**src/rtl/pix_fmt_pkg.sv**
```systemverilog
package pix_fmt_pkg;
  localparam int BYTE_W = 8;

  typedef enum logic [2:0] {
    FMT_CYCY   = 3'd0,
    FMT_YCYC   = 3'd1,
    FMT_LUMA   = 3'd2,
    FMT_CHROMA = 3'd3,
    FMT_RGB_A  = 3'd4,
    FMT_RGB_B  = 3'd5,
    FMT_RAW    = 3'd6,
    FMT_RAW_X  = 3'd7
  } fmt_e;

  typedef struct packed {
    logic [BYTE_W-1:0] b0;
    logic [BYTE_W-1:0] b1;
    logic              v0;
    logic              v1;
  } slot_pair_t;
endpackage

```
**src/rtl/pix_pair_ctrl.sv**
```systemverilog
module pix_pair_ctrl
  import pix_fmt_pkg::*;
(
  input  logic clk_i,
  input  logic rst_ni,
  input  logic line_act_i,
  input  logic pix_vld_i,
  input  fmt_e fmt_i,
  output logic accept_o,
  output logic pad_o,
  output logic phase_o,
  output logic pend_o,
  output fmt_e mode_o
);
  logic pend_q, phase_q;
  fmt_e mode_q;

  assign accept_o = line_act_i & pix_vld_i & ~pend_q;
  // close an unpaired line once the bus is free
  assign pad_o    = ~line_act_i & phase_q & ~pend_q;

  always_ff @(posedge clk_i or negedge rst_ni) begin
    if (!rst_ni) begin
      pend_q  <= 1'b0;
      phase_q <= 1'b0;
      mode_q  <= FMT_CYCY;
    end else begin
      pend_q <= accept_o | pad_o;
      if (accept_o)   phase_q <= ~phase_q;
      else if (pad_o) phase_q <= 1'b0;
      if (!line_act_i && !phase_q) mode_q <= fmt_i;
    end
  end

  assign phase_o = phase_q;
  assign pend_o  = pend_q;
  assign mode_o  = mode_q;
endmodule

```
**src/rtl/pix_slot_encode.sv**
```systemverilog
module pix_slot_encode
  import pix_fmt_pkg::*;
#(
  parameter int R_W   = 5,
  parameter int G_W   = 6,
  parameter int B_W   = 5,
  parameter int RAW_W = 10
) (
  input  fmt_e              mode_i,
  input  logic              odd_i,
  input  logic              pad_i,
  input  logic [BYTE_W-1:0] y_i,
  input  logic [BYTE_W-1:0] cb_i,
  input  logic [BYTE_W-1:0] cr_i,
  input  logic [BYTE_W-1:0] last_y_i,
  input  logic [BYTE_W-1:0] last_cb_i,
  input  logic [R_W-1:0]    r_i,
  input  logic [G_W-1:0]    g_i,
  input  logic [B_W-1:0]    b_i,
  input  logic [RAW_W-1:0]  raw_i,
  output slot_pair_t        pair_o
);
  localparam int G_HI_W  = BYTE_W - R_W;
  localparam int G_LO_W  = G_W - G_HI_W;
  localparam int RAW_PAD = 2*BYTE_W - RAW_W;

  logic [BYTE_W-1:0] c, yy, raw_hi;

  generate
    if (RAW_PAD > 0) begin : g_raw_pad
      assign raw_hi = {{RAW_PAD{1'b0}}, raw_i[RAW_W-1:BYTE_W]};
    end else begin : g_raw_full
      assign raw_hi = raw_i[RAW_W-1:BYTE_W];
    end
  endgenerate

  always_comb begin
    c  = pad_i ? last_cb_i : (odd_i ? cr_i : cb_i);
    yy = pad_i ? last_y_i : y_i;
    pair_o = '0;
    unique case (mode_i)
      FMT_CYCY:   begin pair_o.b0 = c;  pair_o.b1 = yy; pair_o.v0 = 1'b1; pair_o.v1 = 1'b1; end
      FMT_YCYC:   begin pair_o.b0 = yy; pair_o.b1 = c;  pair_o.v0 = 1'b1; pair_o.v1 = 1'b1; end
      FMT_LUMA:   begin pair_o.b0 = yy; pair_o.v0 = 1'b1; end
      FMT_CHROMA: begin pair_o.b0 = c;  pair_o.v0 = 1'b1; end
      FMT_RGB_A: begin
        pair_o.b0 = {r_i, g_i[G_W-1 -: G_HI_W]};
        pair_o.b1 = {g_i[G_LO_W-1:0], b_i};
        pair_o.v0 = 1'b1; pair_o.v1 = 1'b1;
      end
      FMT_RGB_B: begin
        pair_o.b0 = {b_i, g_i[G_W-1 -: G_HI_W]};
        pair_o.b1 = {g_i[G_LO_W-1:0], r_i};
        pair_o.v0 = 1'b1; pair_o.v1 = 1'b1;
      end
      default: begin
        pair_o.b0 = raw_hi;
        pair_o.b1 = raw_i[BYTE_W-1:0];
        pair_o.v0 = 1'b1; pair_o.v1 = 1'b1;
      end
    endcase
    if (pad_i) begin
      if (mode_i != FMT_CYCY && mode_i != FMT_YCYC) pair_o.v1 = 1'b0;
      if (mode_i != FMT_CYCY && mode_i != FMT_YCYC && mode_i != FMT_CHROMA) pair_o.v0 = 1'b0;
    end
  end
endmodule

```
**src/rtl/pix_byte_out.sv**
```systemverilog
module pix_byte_out
  import pix_fmt_pkg::*;
(
  input  logic              clk_i,
  input  logic              rst_ni,
  input  logic              load_i,
  input  logic              pend_i,
  input  slot_pair_t        pair_i,
  output logic [BYTE_W-1:0] byte_o,
  output logic              vld_o
);
  logic [BYTE_W-1:0] hold_b;
  logic              hold_v;

  always_ff @(posedge clk_i or negedge rst_ni) begin
    if (!rst_ni) begin
      byte_o <= '0;
      vld_o  <= 1'b0;
      hold_b <= '0;
      hold_v <= 1'b0;
    end else if (load_i) begin
      vld_o  <= pair_i.v0;
      byte_o <= pair_i.v0 ? pair_i.b0 : '0;
      hold_v <= pair_i.v1;
      hold_b <= pair_i.v1 ? pair_i.b1 : '0;
    end else if (pend_i) begin
      vld_o  <= hold_v;
      byte_o <= hold_b;
    end else begin
      vld_o  <= 1'b0;
      byte_o <= '0;
    end
  end
endmodule

```
**src/rtl/pix_byte_fmt.sv**
```systemverilog
module pix_byte_fmt
  import pix_fmt_pkg::*;
#(
  parameter int R_W   = 5,
  parameter int G_W   = 6,
  parameter int B_W   = 5,
  parameter int RAW_W = 10
) (
  input  logic              clk_i,
  input  logic              rst_ni,
  input  logic              line_act_i,
  input  logic              pix_vld_i,
  input  logic [2:0]        fmt_i,
  input  logic [BYTE_W-1:0] y_i,
  input  logic [BYTE_W-1:0] cb_i,
  input  logic [BYTE_W-1:0] cr_i,
  input  logic [R_W-1:0]    r_i,
  input  logic [G_W-1:0]    g_i,
  input  logic [B_W-1:0]    b_i,
  input  logic [RAW_W-1:0]  raw_i,
  output logic [BYTE_W-1:0] byte_o,
  output logic              byte_vld_o
);
  logic accept, pad, phase_q, pend_q;
  fmt_e mode_q;
  logic [BYTE_W-1:0] last_y, last_cb;
  slot_pair_t pair;

  pix_pair_ctrl i_ctrl (
    .clk_i, .rst_ni, .line_act_i, .pix_vld_i,
    .fmt_i   (fmt_e'(fmt_i)),
    .accept_o(accept),
    .pad_o   (pad),
    .phase_o (phase_q),
    .pend_o  (pend_q),
    .mode_o  (mode_q)
  );

  always_ff @(posedge clk_i or negedge rst_ni) begin
    if (!rst_ni) begin
      last_y  <= '0;
      last_cb <= '0;
    end else if (accept) begin
      last_y  <= y_i;
      last_cb <= cb_i;
    end
  end

  pix_slot_encode #(.R_W(R_W), .G_W(G_W), .B_W(B_W), .RAW_W(RAW_W)) i_enc (
    .mode_i   (mode_q),
    .odd_i    (phase_q),
    .pad_i    (pad),
    .y_i, .cb_i, .cr_i,
    .last_y_i (last_y),
    .last_cb_i(last_cb),
    .r_i, .g_i, .b_i, .raw_i,
    .pair_o   (pair)
  );

  pix_byte_out i_out (
    .clk_i, .rst_ni,
    .load_i(accept | pad),
    .pend_i(pend_q),
    .pair_i(pair),
    .byte_o,
    .vld_o (byte_vld_o)
  );
endmodule

```
**config.mk**
```make
export PLATFORM = sky130hd
export DESIGN_NAME = pix_byte_fmt
export DESIGN_NICKNAME = d
export VERILOG_FILES = /design/src/rtl/pix_fmt_pkg.sv /design/src/rtl/pix_pair_ctrl.sv /design/src/rtl/pix_slot_encode.sv /design/src/rtl/pix_byte_out.sv /design/src/rtl/pix_byte_fmt.sv
export SDC_FILE = /design/constraint.sdc
export NUM_CORES = 1
export LEC_CHECK = 0
export ABC_AREA = 0
export CORE_MARGIN = 5
export CORE_UTILIZATION = 53
export CTS_BUF_LIST = sky130_fd_sc_hd__clkbuf_16
export CTS_CLUSTER_DIAMETER = 30
export DETAILED_ROUTE_END_ITERATION = 7
export PLACE_DENSITY = 0.86
export SLEW_MARGIN = 15
export SYNTH_ARGS = -nofsm -noshare
export SYNTH_HDL_FRONTEND = slang
export SYNTH_SLANG_ARGS = --single-unit
```
**constraint.sdc**
```tcl
create_clock -name clk_i -period 3.5 [get_ports clk_i]
set_clock_uncertainty 0.1 [all_clocks]
set_input_delay 0.875 -clock clk_i [delete_from_list [all_inputs] [get_ports clk_i]]
set_output_delay 0.875 -clock clk_i [all_outputs]
set_load 0.03 [all_outputs]
```
Word-level counts from Yosys, hierarchy flattened
Index checks and enable logic that the tools add are counted.
{"block": "word_totals", "ff_bits": 39, "output_inout_bits": 9}
{"block": "classes", "n_eq_ne": 7, "n_bitwise": 8, "mux": 17, "reduce_logical": 11}
{"op": "8-bit 2-to-1 mux", "count": 7}
{"op": "8-bit one-hot mux with 5 select lines", "count": 1}
{"op": "8-bit one-hot mux with 4 select lines", "count": 1}
{"op": "1-bit 2-to-1 mux", "count": 7}
{"op": "3-bit by 2-bit == test with 1-bit output (second input constant)", "count": 2}
{"op": "3-bit == test (second input constant)", "count": 2}
{"op": "2-bit OR reduction", "count": 3}
{"op": "1-bit AND", "count": 4}
{"op": "3-bit by 1-bit == test with 1-bit output (second input constant)", "count": 1}
{"op": "1-bit logical AND", "count": 3}
{"op": "3-bit logical NOT", "count": 1}
{"op": "3-bit by 1-bit != test with 1-bit output (second input constant)", "count": 1}
{"op": "3-bit by 2-bit != test with 1-bit output (second input constant)", "count": 1}
{"op": "1-bit NOT", "count": 3}
{"op": "3-bit nonzero test", "count": 1}
{"op": "1-bit logical NOT", "count": 2}
{"op": "2-bit 2-to-1 mux", "count": 1}
{"op": "2-bit nonzero test", "count": 1}
{"op": "1-bit bitwise OR", "count": 1}

Longest topological paths before layout
{"block": "logic_depth", "word_depth": 7, "depth_mapped": 6}

Modules after synthesis
From an unflattened synthesis, not the netlist that was laid out.
{"block": "unflattened", "hier_cells": 207, "area_unflattened_um2": 2467.4}
{"mod": "pix_slot_encode", "seq_area_each_um2": 0.0, "instances": 1, "cells_each": 110, "area_per_inst_um2": 937.1}
{"mod": "pix_byte_out", "seq_area_each_um2": 450.4, "instances": 1, "cells_each": 44, "area_per_inst_um2": 664.4}
{"mod": "pix_byte_fmt", "seq_area_each_um2": 400.4, "instances": 1, "cells_each": 35, "area_per_inst_um2": 651.9}
{"mod": "pix_pair_ctrl", "seq_area_each_um2": 125.1, "instances": 1, "cells_each": 18, "area_per_inst_um2": 214.0}

Least setup slack after synthesis
Ideal clock, no wire load.
{"block": "synth_timing", "path_type": "input-to-reg", "start": "input port line_act_i", "end": "register i_out.hold_b[0]", "slack_ps": 1303, "stages": 4, "n_path_buf": 0, "arrival_ps": 1952, "cell_sequence": "nor3b_2 mux2_2 mux2i_1 o311ai_2"}
{"block": "synth_between", "elab_chain_len": 6, "elab_cells_between_ends": 11, "classes_between": "5 x mux; 6 x bitwise"}
{"element": "from (decl)", "line_no": "pix_byte_fmt.sv:11", "rtl": "input logic line_act_i,"}
{"element": "1-bit NOT", "line_no": "pix_pair_ctrl.sv:20", "rtl": "assign pad_o = ~line_act_i & phase_q & ~pend_q;"}
{"element": "1-bit AND (2 in a row)", "line_no": "pix_pair_ctrl.sv:20"}
{"element": "8-bit 2-to-1 mux, on equally long branches", "line_no": "pix_slot_encode.sv:38, pix_slot_encode.sv:39"}
{"element": "8-bit one-hot mux with 5 select lines", "line_no": "pix_slot_encode.sv:41", "rtl": "unique case (mode_i)"}
{"element": "8-bit 2-to-1 mux", "line_no": "pix_byte_out.sv:25", "rtl": "hold_b <= pair_i.v1 ? pair_i.b1 : '0;"}
{"element": "to (signal assigned)", "line_no": "pix_byte_out.sv:25"}
{"element": "to (decl)", "line_no": "pix_byte_out.sv:12", "rtl": "logic [BYTE_W-1:0] hold_b;"}
Parallel ways exist; a longest one is shown, timed or not.
A chain may end at the register's enable or synchronous reset.

Final worst setup path
{"block": "layout_timing", "start": "input port line_act_i", "end": "register i_out.byte_o[6]"}
{"block": "layout_between", "elab_cells_between_ends": 12, "classes_between": "6 x mux; 6 x bitwise"}
{"element": "1-bit NOT", "line_no": "pix_pair_ctrl.sv:20"}
{"element": "1-bit AND (2 in a row)", "line_no": "pix_pair_ctrl.sv:20"}
{"element": "1-bit bitwise OR *", "line_no": "pix_byte_fmt.sv:62", "rtl": ".load_i(accept | pad),"}
{"element": "net i_out.load_i", "line_no": "pix_byte_out.sv:6", "rtl": "input logic load_i,"}
{"element": "8-bit 2-to-1 mux *", "line_no": "pix_byte_out.sv:21", "rtl": "end else if (load_i) begin"}
{"element": "to (signal assigned)", "line_no": "pix_byte_out.sv:23", "rtl": "byte_o <= pair_i.v0 ? pair_i.b0 : '0;"}
{"element": "to (signal assigned)", "line_no": "pix_byte_out.sv:28", "rtl": "byte_o <= hold_b;"}
{"element": "to (decl)", "line_no": "pix_byte_out.sv:9", "rtl": "output logic [BYTE_W-1:0] byte_o,"}
The timed path passes the listed nets; every way through them passes the cells marked *.

==> impl_metrics.yaml <==
timing:
  setup-tns-final_ps: 0
  finalCritPeriodShare: 0.787
  fin_crit_ps: 2760
  finalHoldViolations: 0
  worst_slew_pin_slew_ps: 919
  drv_slew: 0
  rsz0062_at_grt: "no"
  setup_viol: 0
  slew_headroom: 0.387
  max_freq_mhz: 363
finish:
  drive_gt1_frac: 0.183
  final_core_utilization: 0.706
  num_antenna_cells: 0
  final_common_cell: "clkdlybuf4s50_1"
  area_delta_synth_final_pct: 30.8
  fill_cells: 350
  regArea_um2: 976
  final_nets: 364
  final_cell_mix: "clkdlybuf4s50_1 (64), dfrtp_1 (39), nand2_1 (25)"
  multi_input_area_mm2: 0.00145
synth:
  synth_ff_type: "dfrtp_1"
  synth_top_area_cell: "dfrtp_1"
  yosysWarnings: 0
  syn_inst: 250
  ys_ff_latch: 39
  synth_edf_count: 0
  async_flop_share: 1.00
  synth_cell_types: 44
  synth_top_area_share: 0.385
  seq_area_frac_synth: 0.385
  synth_area_per_cell_um2: 10.1
  synth_area_mm2: 0.00253
  synthTopCellsByArea: "dfrtp_1 (39%), mux2_2 (11%), mux2i_1 (9.5%), o311ai_2 (3.9%), o21ai_0 (3.8%)"
  syn-num-nets: 307
power_and_ir_drop:
  leakage_nw: 1.34
  power_frac_comb: 0.503
  netSwitchingPower_mw: 1.02
  ir_drop_v: 0.000306
  switching_share: 0.415
  intPower_mw: 1.45
  p_per_area_mw_per_mm2: 746
  p_clk_frac: 0.168
  p_seq_frac: 0.329
clock_network:
  cts_root_buffer: "clkbuf_16"
  worst_skew_pair.late_latency_ps: 280
  cts_tree: "yes"
  cts_buffers: 5
  path_clk_slew_ps: 50
  clockBufferDepth: 2
  cts_setup_buffers: 0
  hold_buffers: 0
  htree_num_levels: 2
  cts_resized: 0
  cts_sinks: 39
run:
  maxCapViolations: 0
critical_path:
  worst_setup_path_start_kind: "input port"
  crit_arrival_ps: 2820
  required_ps: 3560
  worstReg2RegEnd: "i_out.hold_b[7]"
  crit_path_cell_trace: "clkdlybuf4s50_1, buf_4, nand2b_1, a21o_1, inv_1, nand3_1, o311ai_1"
  endpoint_kind: "flop"
  critPathKind: "in -> reg"
  cp_max_fo: 21
  reg2regPathDepth: 4
  slowest_stage: "clkdlybuf4s50_1"
  cp_slowest_stage_delay_ps: 480
  ff2ff_setup_slack_ps: 1170
  reg2reg_from: "i_ctrl.mode_o[1]"
hold_path:
  whs_endpoint: "last_y[1]"
  whs_path_depth: 2
  min-delay-start: "last_y[1]"
  hold_class: "reg -> reg"
detailed_routing:
  drc: 0
  first_pass_iters: 5
  routedWlPerCell_um: 18.7
  final_antenna_net_count: 0
  vias: 2216
  routed_wl_um: 6740
  via_per_inst: 6.16
  dr.first_iter.drc_count: 161
global_routing:
  grt_pass1_wl_um: 11000
  track_usage: 0.223
  grt_antenna_before_repair: 0
  grt_overflow: 0
  grt_max_degree: 40
  grt_pass1_vias: 2243
die:
  core_mm2: 0.00469
  dieArea_mm2: 0.00626
  floorplan.initialDensity: 0.540
  die_x_um: 79.1
  ios: 66
  fp-row-count: 25
  die_y_um: 79.1
placement:
  place_congestion: 0.828
  placement.io_buffers: 65
  dpl.hpwl_um: 4950
status:
  status: "complete, no violations"
==> logic make-up (layout without fill, tap and decap cells) <==
group           count (synthesis)  count (layout)  share of synthesized area
xor+xnor                        1               1                     0.0109
flops                          39              39                      0.385
mux                            48              48                      0.201
buf+inv                        24              80                     0.0439
compound gates                 62              62                      0.199
simple gates                   76              76                      0.160
==> per-stage QoR <==
| step | hold WS [ps] | worst slack [ps] | total power, mW | cells | area, µm² |
|---|---|---|---|---|---|
| floorplan | 342 | 1300 | 1.68 | 250 | 2530 |
| global placement | 357 | 591 | 2.01 | 354 | 3180 |
| detailed placement | 372 | 442 | 2.05 | 354 | 3180 |
| CTS | 380 | 750 | 2.47 | 360 | 3310 |
| global route | 397 | 582 | 2.62 | 360 | 3310 |
| finish | 374 | 745 | 2.47 | 360 | 3310 |
==> worst max path at each step <==
stage,from,to,slack (ps),cells past startpoint
2_1_floorplan,line_act_i,i_out.hold_b[0],1300,4
3_3_place_gp,line_act_i,i_out.byte_o[3],590,7
3_5_place_dp,line_act_i,i_out.byte_o[6],440,7
4_1_cts,line_act_i,i_out.byte_o[6],750,7
5_1_grt,line_act_i,i_out.byte_o[6],580,7
6_report,line_act_i,i_out.byte_o[6],740,7
==> layer usage <==
metal,GRT usage,up-vias,routed length (µm)
met2,0.364,86,3200
met4,0.0687,0,125
met3,0.0499,10,482
li1,-,1052,-
met5,0,-,0
met1,0.295,1068,2930
==> synthesized netlist by cell type (6+ instances only) <==
master    number
dfrtp_1       39
nand2_1       25
mux2_2        24
mux2i_1       24
o21ai_0       19
nor2_1        14
nand3_1       11
clkbuf_1      10
a31oi_1        8
or3b_2         8
nand4_1        7
o311ai_2       6
==> registers in the layout (all words and copies together), names as in the netlist <==
| register | count |
|---|---|
| i_ctrl.mode_o | 3 |
| i_ctrl.phase_o | 1 |
| i_out.vld_o | 1 |
| last_y | 8 |
| i_ctrl.pend_o | 1 |
| last_cb | 8 |
| i_out.byte_o | 8 |
| i_out.hold_b | 8 |
| i_out.hold_v | 1 |
==> final cells by class <==
type,instances,area share
Multi-Input combinational cell,187,0.437
Sequential cell,39,0.295
Timing Repair Buffer,69,0.204
Clock buffer,5,0.0378
Tap cell,54,0.0204
Inverter,5,0.00566
Clock inverter,1,0.00113
==> critical path, delay by kind of cell <==
kind                   cells  cell delay, ps
buffers and inverters      3             900
AO/OA/AOI/OAI              2             680
AND/OR/NAND/NOR            2             350
==> power groups by stage <==
stage	Combinational, mW	Sequential [mW]	Clock, mW
6_report	1.24	0.812	0.416
5_1_grt	1.33	0.842	0.440
4_1_cts	1.24	0.808	0.420
3_5_place_dp	1.23	0.815	0
3_3_place_gp	1.20	0.811	0
2_1_floorplan	0.901	0.783	0
Note: power is estimated with default switching activity, not from simulation.
